$ cat src/rtl/sdram_seq_pkg.sv
package sdram_seq_pkg;

  localparam int REG_W = 8;
  localparam int CFG_W = 5;

  localparam int BIT_PRE_TIMING = 0;
  localparam int BIT_ROW_TIMING = 1;
  localparam int BIT_CAS_LAT    = 2;
  localparam int BIT_RCD_FORCE  = 3;
  localparam int BIT_PAGE_CLOSE = 4;

  localparam int T_CL_SHORT  = 2;
  localparam int T_CL_LONG   = 3;
  localparam int T_RCD_FORCE = 2;
  localparam int T_RAS_SHORT = 5;
  localparam int T_RAS_LONG  = 7;
  localparam int T_RC_SHORT  = 8;
  localparam int T_RC_LONG   = 10;
  localparam int T_RP_SHORT  = 2;
  localparam int T_RP_LONG   = 3;

  typedef struct packed {
    logic act;
    logic rd;
    logic wr;
    logic pre;
    logic refr;
  } cmd_strobe_t;

  typedef struct packed {
    logic rcdDone;
    logic rasDone;
    logic rcDone;
    logic rpDone;
    logic rowHit;
    logic closeMode;
  } dp_status_t;

  typedef enum logic [1:0] {
    ST_IDLE  = 2'd0,
    ST_OPEN  = 2'd1,
    ST_CLOSE = 2'd2
  } seq_state_t;

endpackage

$ cat src/rtl/seq_down_counter.sv
module seq_down_counter #(
  parameter int W = 4
) (
  input  logic         clk,
  input  logic         rst_n,
  input  logic         load,
  input  logic [W-1:0] loadVal,
  output logic         done
);

  logic [W-1:0] count;

  always_ff @(posedge clk) begin
    if (!rst_n) begin
      count <= '0;
    end else if (load) begin
      count <= loadVal;
    end else if (count != '0) begin
      count <= count - 1'b1;
    end
  end

  assign done = (count == '0);

endmodule

$ cat src/rtl/seq_datapath.sv
module seq_datapath
  import sdram_seq_pkg::*;
#(
  parameter int         ROW_W     = 13,
  parameter logic [7:0] CFG_RESET = 8'h17
) (
  input  logic             clk,
  input  logic             rst_n,
  input  cmd_strobe_t      strobe,
  input  logic [ROW_W-1:0] reqRow,
  input  logic             cfgWrEn,
  input  logic [REG_W-1:0] cfgWrData,
  input  logic             cfgAllow,
  output logic [REG_W-1:0] cfgRdData,
  output dp_status_t       status,
  output logic             rdValid
);

  localparam int CNT_W   = $clog2(T_RC_LONG + 1);
  localparam int SINCE_W = CNT_W + 1;
  localparam int NUM_TMR = 4;
  localparam int TMR_RCD = 0;
  localparam int TMR_RAS = 1;
  localparam int TMR_RC  = 2;
  localparam int TMR_RP  = 3;
  localparam int PIPE_D  = T_CL_LONG;

  logic [CFG_W-1:0] cfgReg;
  logic             unusedResBits;

  always_ff @(posedge clk) begin
    if (!rst_n) begin
      cfgReg <= CFG_RESET[CFG_W-1:0];
    end else if (cfgWrEn && cfgAllow) begin
      cfgReg <= cfgWrData[CFG_W-1:0];
    end
  end

  assign unusedResBits = ^{cfgWrData[REG_W-1:CFG_W], CFG_RESET[REG_W-1:CFG_W]};
  assign cfgRdData     = {{(REG_W-CFG_W){1'b0}}, cfgReg};

  // Decoded timing values in clock cycles
  logic [CNT_W-1:0] tCl, tRcd, tRas, tRc, tRp;

  always_comb begin
    tCl  = cfgReg[BIT_CAS_LAT]    ? CNT_W'(T_CL_LONG)  : CNT_W'(T_CL_SHORT);
    tRcd = cfgReg[BIT_RCD_FORCE]  ? CNT_W'(T_RCD_FORCE) : tCl;
    tRas = cfgReg[BIT_ROW_TIMING] ? CNT_W'(T_RAS_LONG) : CNT_W'(T_RAS_SHORT);
    tRc  = cfgReg[BIT_ROW_TIMING] ? CNT_W'(T_RC_LONG)  : CNT_W'(T_RC_SHORT);
    tRp  = cfgReg[BIT_PRE_TIMING] ? CNT_W'(T_RP_LONG)  : CNT_W'(T_RP_SHORT);
  end

  // Timing window counters: loaded with T-1 so the gap is exactly T cycles
  logic [NUM_TMR-1:0] tmrLoad;
  logic [NUM_TMR-1:0] tmrDone;
  logic [CNT_W-1:0]   tmrVal [NUM_TMR];

  always_comb begin
    tmrLoad[TMR_RCD] = strobe.act;
    tmrLoad[TMR_RAS] = strobe.act;
    tmrLoad[TMR_RC]  = strobe.act | strobe.refr;
    tmrLoad[TMR_RP]  = strobe.pre;
    tmrVal[TMR_RCD]  = tRcd - CNT_W'(1);
    tmrVal[TMR_RAS]  = tRas - CNT_W'(1);
    tmrVal[TMR_RC]   = tRc - CNT_W'(1);
    tmrVal[TMR_RP]   = tRp - CNT_W'(1);
  end

  for (genvar gi = 0; gi < NUM_TMR; gi++) begin : g_tmr
    seq_down_counter #(.W(CNT_W)) u_tmr (
      .clk     (clk),
      .rst_n   (rst_n),
      .load    (tmrLoad[gi]),
      .loadVal (tmrVal[gi]),
      .done    (tmrDone[gi])
    );
  end

  // Open row tracking
  logic [ROW_W-1:0] openRow;

  always_ff @(posedge clk) begin
    if (!rst_n) begin
      openRow <= '0;
    end else if (strobe.act) begin
      openRow <= reqRow;
    end
  end

  always_comb begin
    status.rcdDone   = tmrDone[TMR_RCD];
    status.rasDone   = tmrDone[TMR_RAS];
    status.rcDone    = tmrDone[TMR_RC];
    status.rpDone    = tmrDone[TMR_RP];
    status.rowHit    = (openRow == reqRow);
    status.closeMode = cfgReg[BIT_PAGE_CLOSE];
  end

  // Read-valid delay line, tapped by CAS latency
  logic [PIPE_D-1:0] rdPipe;

  always_ff @(posedge clk) begin
    if (!rst_n) begin
      rdPipe <= '0;
    end else begin
      rdPipe <= {rdPipe[PIPE_D-2:0], strobe.rd};
    end
  end

  assign rdValid = (tCl == CNT_W'(T_CL_LONG)) ? rdPipe[T_CL_LONG-1] : rdPipe[T_CL_SHORT-1];

  // Independent elapsed-cycle trackers used by the assertions
  logic [SINCE_W-1:0] sinceAct, sinceActRef, sincePre;

  always_ff @(posedge clk) begin
    if (!rst_n) begin
      sinceAct    <= '1;
      sinceActRef <= '1;
      sincePre    <= '1;
    end else begin
      sinceAct    <= strobe.act ? SINCE_W'(1)
                   : ((sinceAct == '1) ? sinceAct : sinceAct + 1'b1);
      sinceActRef <= (strobe.act || strobe.refr) ? SINCE_W'(1)
                   : ((sinceActRef == '1) ? sinceActRef : sinceActRef + 1'b1);
      sincePre    <= strobe.pre ? SINCE_W'(1)
                   : ((sincePre == '1) ? sincePre : sincePre + 1'b1);
    end
  end

  assert_rcd_gap_R4: assert property (@(posedge clk) disable iff (!rst_n)
    (strobe.rd || strobe.wr) |-> (sinceAct >= {1'b0, tRcd}));

  assert_ras_gap_R6: assert property (@(posedge clk) disable iff (!rst_n)
    strobe.pre |-> (sinceAct >= {1'b0, tRas}));

  assert_rc_gap_R7: assert property (@(posedge clk) disable iff (!rst_n)
    (strobe.act || strobe.refr) |-> (sinceActRef >= {1'b0, tRc}));

  assert_rp_gap_R8: assert property (@(posedge clk) disable iff (!rst_n)
    (strobe.act || strobe.refr) |-> (sincePre >= {1'b0, tRp}));

  assert_cfg_hold_R3: assert property (@(posedge clk) disable iff (!rst_n)
    (cfgWrEn && !cfgAllow) |=> $stable(cfgReg));

  assert_rdvalid_lat_R5: assert property (@(posedge clk) disable iff (!rst_n)
    rdValid |-> ((tCl == CNT_W'(T_CL_LONG)) ? $past(strobe.rd, 3) : $past(strobe.rd, 2)));

endmodule

$ cat src/rtl/seq_control.sv
module seq_control
  import sdram_seq_pkg::*;
(
  input  logic        clk,
  input  logic        rst_n,
  input  logic        reqValid,
  input  logic        reqWrite,
  input  logic        refreshReq,
  input  dp_status_t  status,
  output cmd_strobe_t strobe,
  output logic        reqAccept,
  output logic        cfgAllow
);

  seq_state_t state, stateNext;

  always_comb begin
    strobe = '0;
    unique case (state)
      ST_IDLE: begin
        if (refreshReq) begin
          strobe.refr = status.rpDone && status.rcDone;
        end else if (reqValid) begin
          strobe.act = status.rpDone && status.rcDone;
        end
      end
      ST_OPEN: begin
        if (refreshReq) begin
          strobe.pre = status.rasDone;
        end else if (reqValid) begin
          if (status.rowHit) begin
            strobe.rd = status.rcdDone && !reqWrite;
            strobe.wr = status.rcdDone && reqWrite;
          end else begin
            strobe.pre = status.rasDone;
          end
        end
      end
      ST_CLOSE: begin
        strobe.pre = status.rasDone;
      end
      default: strobe = '0;
    endcase
  end

  always_comb begin
    stateNext = state;
    if (strobe.act) begin
      stateNext = ST_OPEN;
    end else if (strobe.pre) begin
      stateNext = ST_IDLE;
    end else if ((strobe.rd || strobe.wr) && status.closeMode) begin
      stateNext = ST_CLOSE;
    end
  end

  always_ff @(posedge clk) begin
    if (!rst_n) begin
      state <= ST_IDLE;
    end else begin
      state <= stateNext;
    end
  end

  assign reqAccept = strobe.rd | strobe.wr;
  assign cfgAllow  = (state == ST_IDLE);

  assert_one_cmd_R12: assert property (@(posedge clk) disable iff (!rst_n)
    $onehot0({strobe.act, strobe.rd, strobe.wr, strobe.pre, strobe.refr}));

  assert_refresh_first_R11: assert property (@(posedge clk) disable iff (!rst_n)
    refreshReq |-> !(strobe.act || strobe.rd || strobe.wr));

  assert_col_needs_row_R9: assert property (@(posedge clk) disable iff (!rst_n)
    (strobe.rd || strobe.wr) |-> (state == ST_OPEN));

  assert_close_follows_R10: assert property (@(posedge clk) disable iff (!rst_n)
    ((strobe.rd || strobe.wr) && status.closeMode) |=> (state == ST_CLOSE));

endmodule

$ cat src/rtl/sdram_cmd_seq.sv
module sdram_cmd_seq
  import sdram_seq_pkg::*;
#(
  parameter int         ROW_W     = 13,
  parameter int         COL_W     = 10,
  parameter logic [7:0] CFG_RESET = 8'h17
) (
  input  logic             clk,
  input  logic             rst_n,
  input  logic             reqValid,
  input  logic             reqWrite,
  input  logic [ROW_W-1:0] reqRow,
  input  logic [COL_W-1:0] reqCol,
  output logic             reqAccept,
  input  logic             refreshReq,
  input  logic             cfgWrEn,
  input  logic [7:0]       cfgWrData,
  output logic [7:0]       cfgRdData,
  output logic             cmdActivate,
  output logic             cmdRead,
  output logic             cmdWrite,
  output logic             cmdPrecharge,
  output logic             cmdRefresh,
  output logic [ROW_W-1:0] cmdRow,
  output logic [COL_W-1:0] cmdCol,
  output logic             rdValid
);

  cmd_strobe_t strobe;
  dp_status_t  status;
  logic        cfgAllow;

  seq_control u_ctrl (
    .clk        (clk),
    .rst_n      (rst_n),
    .reqValid   (reqValid),
    .reqWrite   (reqWrite),
    .refreshReq (refreshReq),
    .status     (status),
    .strobe     (strobe),
    .reqAccept  (reqAccept),
    .cfgAllow   (cfgAllow)
  );

  seq_datapath #(
    .ROW_W     (ROW_W),
    .CFG_RESET (CFG_RESET)
  ) u_dp (
    .clk       (clk),
    .rst_n     (rst_n),
    .strobe    (strobe),
    .reqRow    (reqRow),
    .cfgWrEn   (cfgWrEn),
    .cfgWrData (cfgWrData),
    .cfgAllow  (cfgAllow),
    .cfgRdData (cfgRdData),
    .status    (status),
    .rdValid   (rdValid)
  );

  assign cmdActivate  = strobe.act;
  assign cmdRead      = strobe.rd;
  assign cmdWrite     = strobe.wr;
  assign cmdPrecharge = strobe.pre;
  assign cmdRefresh   = strobe.refr;
  assign cmdRow       = reqRow;
  assign cmdCol       = reqCol;

endmodule

$ cat config.mk
export PLATFORM = sky130hd
export DESIGN_NAME = sdram_cmd_seq
export DESIGN_NICKNAME = d
export VERILOG_FILES = /design/src/rtl/sdram_seq_pkg.sv /design/src/rtl/seq_down_counter.sv /design/src/rtl/seq_datapath.sv /design/src/rtl/seq_control.sv /design/src/rtl/sdram_cmd_seq.sv
export SDC_FILE = /design/constraint.sdc
export NUM_CORES = 1
export LEC_CHECK = 0
export BUFFER_PORTS_ARGS = -buffer_cell sky130_fd_sc_hd__buf_2
export CORE_UTILIZATION = 35
export CTS_CLUSTER_DIAMETER = 200
export DETAILED_ROUTE_END_ITERATION = 16
export MAX_ROUTING_LAYER = met4
export SYNTH_ARGS = -nofsm -noshare
export SYNTH_HDL_FRONTEND = slang
export SYNTH_SLANG_ARGS = --single-unit
$ cat constraint.sdc
create_clock -name clk -period 1.96 [get_ports clk]
set_input_delay 0.294 -clock clk [delete_from_list [all_inputs] [get_ports clk]]
set_output_delay 0.294 -clock clk [all_outputs]
set_load 0.005 [all_outputs]
---- After elaboration in Yosys (flattened, before gate mapping) ----
Cells that the tools add are included.
word-level totals
  register bits after elaboration ......... 39
  input port bits ......................... 37
  output and inout port bits .............. 38
  logic and storage cells ................. 75
cells by class
  $add $sub $neg .......................... 8
  equal/unequal tests ..................... 4
  muxes and demuxes ....................... 29
  bitwise logic cells ..................... 3
  reduce and logical (&&, ||, !) cells .... 22
operators with widths
  cell                                                 count
  2-to-1 mux 4 bit                                     9
  subtractor 4 x 1 -> 4 bit, second input constant     8
  logical NOT 4 bit                                    4
  nonzero test 4 bit                                   4
  equality test 13 bit                                 1
  2-to-1 mux 1 bit                                     13
  2-to-1 mux 2 bit                                     5
  nonzero test 2 bit                                   4
  logical AND 1 bit                                    5
  equality test 4 x 2 -> 1 bit, second input constant  1
  2-to-1 mux 3 bit                                     1
  nonzero test 3 bit                                   1
  OR reduction 3 bit                                   1
  equality test 2 x 1 -> 1 bit, second input constant  1
  equality test 2 bit, second input constant           1
  logical NOT 2 bit                                    1
  OR 1 bit                                             2
  one-hot mux 1 bit (2 select lines)                   1
  logical NOT 1 bit                                    1
  logical OR 1 bit                                     1
  inverter 1 bit                                       1

---- Longest topological paths before layout ----
  depth in word-level cells ............... 11
  mapped depth ............................ 10

---- Hierarchy ----
A second synthesis with hierarchy kept.
second synthesis, totals
  cells, all modules ...................... 242
  area total of the unflattened synthesis .. 2288.4 um2
modules (own cells, without submodules)
  module            instances  cells an instance  area an instance (um2)  seq. area each (um2)
  seq_datapath      1          101                975.9                   420.4
  seq_down_counter  4          23                 230.2                   80.1
  seq_control       1          26                 219.0                   40.0
  sdram_cmd_seq     1          23                 172.7                   0.0

---- Least setup slack after synthesis ----
No wires, ideal clock.
  path kind ............................... reg2reg
  from .................................... reg u_dp.g_tmr[3].u_tmr.count[0]
  to ...................................... reg u_dp.g_tmr[0].u_tmr.count[2]
  library setup time ...................... 76 ps
  arrival time ............................ 1926 ps
  required time ........................... 1884 ps
  slack ................................... -41 ps
  stages on the path, launching flop included .. 11
  buffers on the path ..................... 1
  clock period less this slack ............ 2001 ps
  path through ............................ dfxtp_1 inv_1 ha_1 nor3b_2 nand4_1 inv_2 buf_2 nor2_1 ha_1 nand3b_1 a21boi_0
on the way
  longest elaborated chain between the ends .. 6
  elaborated cells on any way between the ends .. 7
RTL lines
  element                                                        line                    source
  start, declared                                                seq_down_counter.sv:11  logic [W-1:0] count;
  start signal, assigned                                         seq_down_counter.sv:17  count <= loadVal;
  start signal, assigned                                         seq_down_counter.sv:19  count <= count - 1'b1;
  logical NOT 4 bit (*)                                          seq_down_counter.sv:23  assign done = (count == '0);
  logical AND 1 bit (*)                                          seq_control.sv:24       strobe.act = status.rpDone && status.rcDone;
  2-to-1 mux 1 bit (*)                                           seq_control.sv:23       end else if (reqValid) begin
  2-to-1 mux 1 bit (*)                                           seq_control.sv:21       if (refreshReq) begin
  2-to-1 mux 1 bit (*)                                           seq_control.sv:19       unique case (state)
  net cmdActivate                                                sdram_cmd_seq.sv:19     output logic cmdActivate,
  2-to-1 mux 4 bit / nonzero test 2 bit (equally long branches)  -
  end signal, assigned                                           seq_down_counter.sv:17
  end signal, assigned                                           seq_down_counter.sv:19
  end, declared                                                  seq_down_counter.sv:11
Mark *: on every way through the listed nets, which the timed path passes. The rest lies on a longest branch.
A chain may end at the register's enable or synchronous reset.

---- Final worst setup path ----
  from .................................... reg u_dp.openRow[12]
  to ...................................... out cmdWrite
on the way
  longest elaborated chain between the ends .. 5
RTL lines
  element                 line                 source
  start, declared         seq_datapath.sv:80   logic [ROW_W-1:0] openRow;
  start signal, assigned  seq_datapath.sv:86   openRow <= reqRow;
  equality test 13 bit    seq_datapath.sv:95   status.rowHit = (openRow == reqRow);
  2-to-1 mux 2 bit        seq_control.sv:31    if (status.rowHit) begin
  2-to-1 mux 3 bit        seq_control.sv:30    end else if (reqValid) begin
  2-to-1 mux 2 bit        seq_control.sv:28    if (refreshReq) begin
  2-to-1 mux 2 bit        seq_control.sv:19
  end, declared           sdram_cmd_seq.sv:21  output logic cmdWrite,
No other way between the ends.

==> qor.yml <==
finish:
  area.growth.synth_to_final_pct: 19.2
  multi_input_area_mm2: 0.00112
  antenna_cells: 0
  drive_gt1_share_pct: 33.7
  nNetsFinal: 335
  fill_cells: 592
  seqCellArea_um2: 786
grt:
  grt_overflow: 0
  met2_usage_pct: 22.1
  use_met3_pct: 3.20
  antenna_found_initial: 0
  first_global_vias: 1496
  gr-max-usage-layer: "met2"
  grt_first_pass_wirelength_mm: 6.90
  grt_usage_pct: 14.3
  grt_max_degree: 25
  grt_util_met1_pct: 18.4
outcome:
  violations: "negative setup slack"
  status: "finished, violations left"
logic_synthesis:
  synth_cell_types: 44
  synth_top_cell_by_area: "dfxtp_1"
  netlist_top_cells_area: "dfxtp_1 (37%), buf_4 (9.2%), nand2_1 (8.5%)"
  synth_mux_area_share_pct: 2.00
  synth-xor-area-share_pct: 7.00
  synth_edf_count: 0
  synth_top_family_by_area: "simple AND/OR/NAND/NOR gates"
  synthAdderAreaFrac_pct: 4.71
  netlist_area_mm2: 0.00213
  yosysWarnings: 0
  ys_seq_elements: 39
  synth-simple-area-share_pct: 25.4
  syn_area_per_cell_um2: 8.51
  synth_top_area_share_pct: 36.7
  async_reset_ff_share_pct: 0
  synth_compound_area_share_pct: 11.0
  syn_inst: 250
  synth-main-ff-cell: "dfxtp_1"
  ys_seq_area_share_pct: 36.7
route:
  finalWirelength_mm: 4.00
  drtIter0Drc: 36
  num_vias: 1662
  drt_first_pass_iters: 4
  viasPerCell: 4.54
  ant_nets: 0
  post_drt_wl_per_cell_um: 10.9
  route.detailed.drc: 0
clocking:
  cts_buffer_depth: 2
  cts.sinks: 39
  cts.clk_slew.worst_paths_ns: 0.08
  clock_latency_ns: 0.29
  cts_inserted_buffers: 5
  root_buffer: "clkbuf_8"
  cts_tree: "built"
  cts_hold_buf: 0
  cts_htree_levels: 2
place:
  hpwl_mm: 2.96
  post-place-ws_ns: -0.0752
  gp_congestion: 0.727
  portBuffers: 48
critical_path:
  timing.reg2reg.setup_slack_ns: 0.14
  cp-end-kind: "output port"
  r2r-start: "u_dp.g_tmr[3].u_tmr.count[0]$_SDFFE_PN0P_"
  reg2reg_to: "u_dp.g_tmr[0].u_tmr.count[2]$_SDFFE_PN0P_"
  arrival_ns: 1.86
  critPathKind: "reg -> out"
  worstPathRequired_ns: 1.67
  r2r_cells: 10
  critical_path.max_fanout: 3
  start_kind: "flip-flop"
worst_hold_path:
  hp-start: "reqWrite"
  min_to: "u_dp.rdPipe[0]$_SDFF_PN0_"
  hold_depth: 2
  hold_class: "in -> reg"
floorplan:
  start_util_pct: 36.1
  die_x_um: 80.0
  core_area_mm2: 0.00589
  io_pins: 75
  rows: 28
  chipHeight_um: 80.0
  dieArea_mm2: 0.00639
timing:
  max_freq_mhz: 463
  grt_setup_unrepaired: "true"
  drv_slew: 0
  period_needed_ns: 2.16
  setup_viol: 4
  hold_violations: 0
  fin_skew_ns: 0.00374
  setup_ws_ns: -0.198
  period_share_pct: 110
  whs_ns: 0.175
power_and_ir_drop:
  leakage_nw: 1.13
  powerDensity_mw_per_mm2: 1170
  peakVddDrop_mv: 0.540
job:
  timing.max_cap.violations: 0
-- per-stage QoR --
stage	utilization [%]	TNS, ns	cell area (µm²)	instances	total power, mW
finish	43.1	-0.576	2530	366	2.98
global route	43.1	-1.06	2530	366	3.25
CTS	42.9	-0.682	2520	366	2.99
detailed placement	39.8	-0.159	2340	354	2.21
global placement	39.8	-0.0343	2340	354	2.19
floorplan	-	0	2140	252	1.91
-- synth_stat cells (all sizes together) (3+ instances only) --
library cell and instances:
ha 8, nor3 3, nand3 10, nor2 13, nand4 3, nand2 48
inv 10, clkbuf 6, a21boi 16, xor2 13, buf 29, and2 7
o21ai 7, nor4 4, dfxtp 39, nor3b 6, a21oi 4, xnor2 4
-- power breakdown --
part / total (mW) / internal, mW / switching (mW)
registers: 1.10 / 0.962 / 0.139
logic: 1.18 / 0.605 / 0.577
clock network: 0.695 / 0.412 / 0.283
-- registers in the layout, indices dropped and copies added, names as in the netlist --
signal,flops
u_ctrl.state,2
u_dp.cfgReg,5
u_dp.g_tmr.u_tmr.count,16
u_dp.openRow,13
u_dp.rdPipe,3
-- area by class of cell --
type                    instances  share of cell area, %
well taps                      75                   3.70
repair buffers                 66                   15.0
clock buffers                   6                   3.26
flip-flops and latches         39                   31.0
clock inverters                 2                   1.38
inverters                      10                   1.68
multi-input cells             168                   44.0
-- logic make-up after synthesis --
logic type | count (synthesis)
simple gates | 103
buf+inv | 45
flops | 39
compound gates | 33
xor+xnor | 17
fa+ha+maj | 8
mux | 4
other cells | 1
-- cell usage in the layout, fill, tap and decap left out, drive strengths merged, types with 3 or more instances in the layout --
cell type   n
inv        10
buf        66
nand4       3
o21ai       7
and2        7
a21oi       4
xor2       13
a21boi     16
nor4        4
nand2      48
dfxtp      39
nor3b       6
clkbuf      6
nand3      10
ha          8
conb        3
nor2       13
xnor2       4
nor3        3
-- repair_timing --
item,4_1_cts,5_1_grt
pin swaps,8,7
endpoints found under the setup margin,7,7
buffers inserted,4,1
gates resized for setup,12,5
-- worst max-delay path, stage by stage (launching register included) --
cell	delay, ns
dfxtp_2	0.33
xor2_1	0.16
nor4_2	0.33
nand4_1	0.19
or2_4	0.30
inv_2	0.05
and2_1	0.10
buf_2	0.10
-- how the worst max path moves through the flow --
| stage | start | end | cells after the start |
|---|---|---|---|
| 2_1_floorplan | u_dp.g_tmr[3].u_tmr.count[0]$_SDFFE_PN0P_ | u_dp.g_tmr[0].u_tmr.count[2]$_SDFFE_PN0P_ | 10 |
| 3_3_place_gp | reqRow[12] | cmdWrite | 8 |
| 3_5_place_dp | reqRow[12] | cmdWrite | 8 |
| 4_1_cts | u_dp.openRow[10]$_SDFFE_PN0P_ | cmdWrite | 7 |
| 5_1_grt | u_dp.openRow[12]$_SDFFE_PN0P_ | cmdWrite | 7 |
| 6_report | u_dp.openRow[12]$_SDFFE_PN0P_ | cmdWrite | 7 |
-- metal layers --
metal	part of all wire, %	wire length (µm)
met1	50	2000
met2	44	1740
met3	5.3	212
met4	1.1	44
met5	0	0
Note: power is estimated with default switching activity, not from simulation.
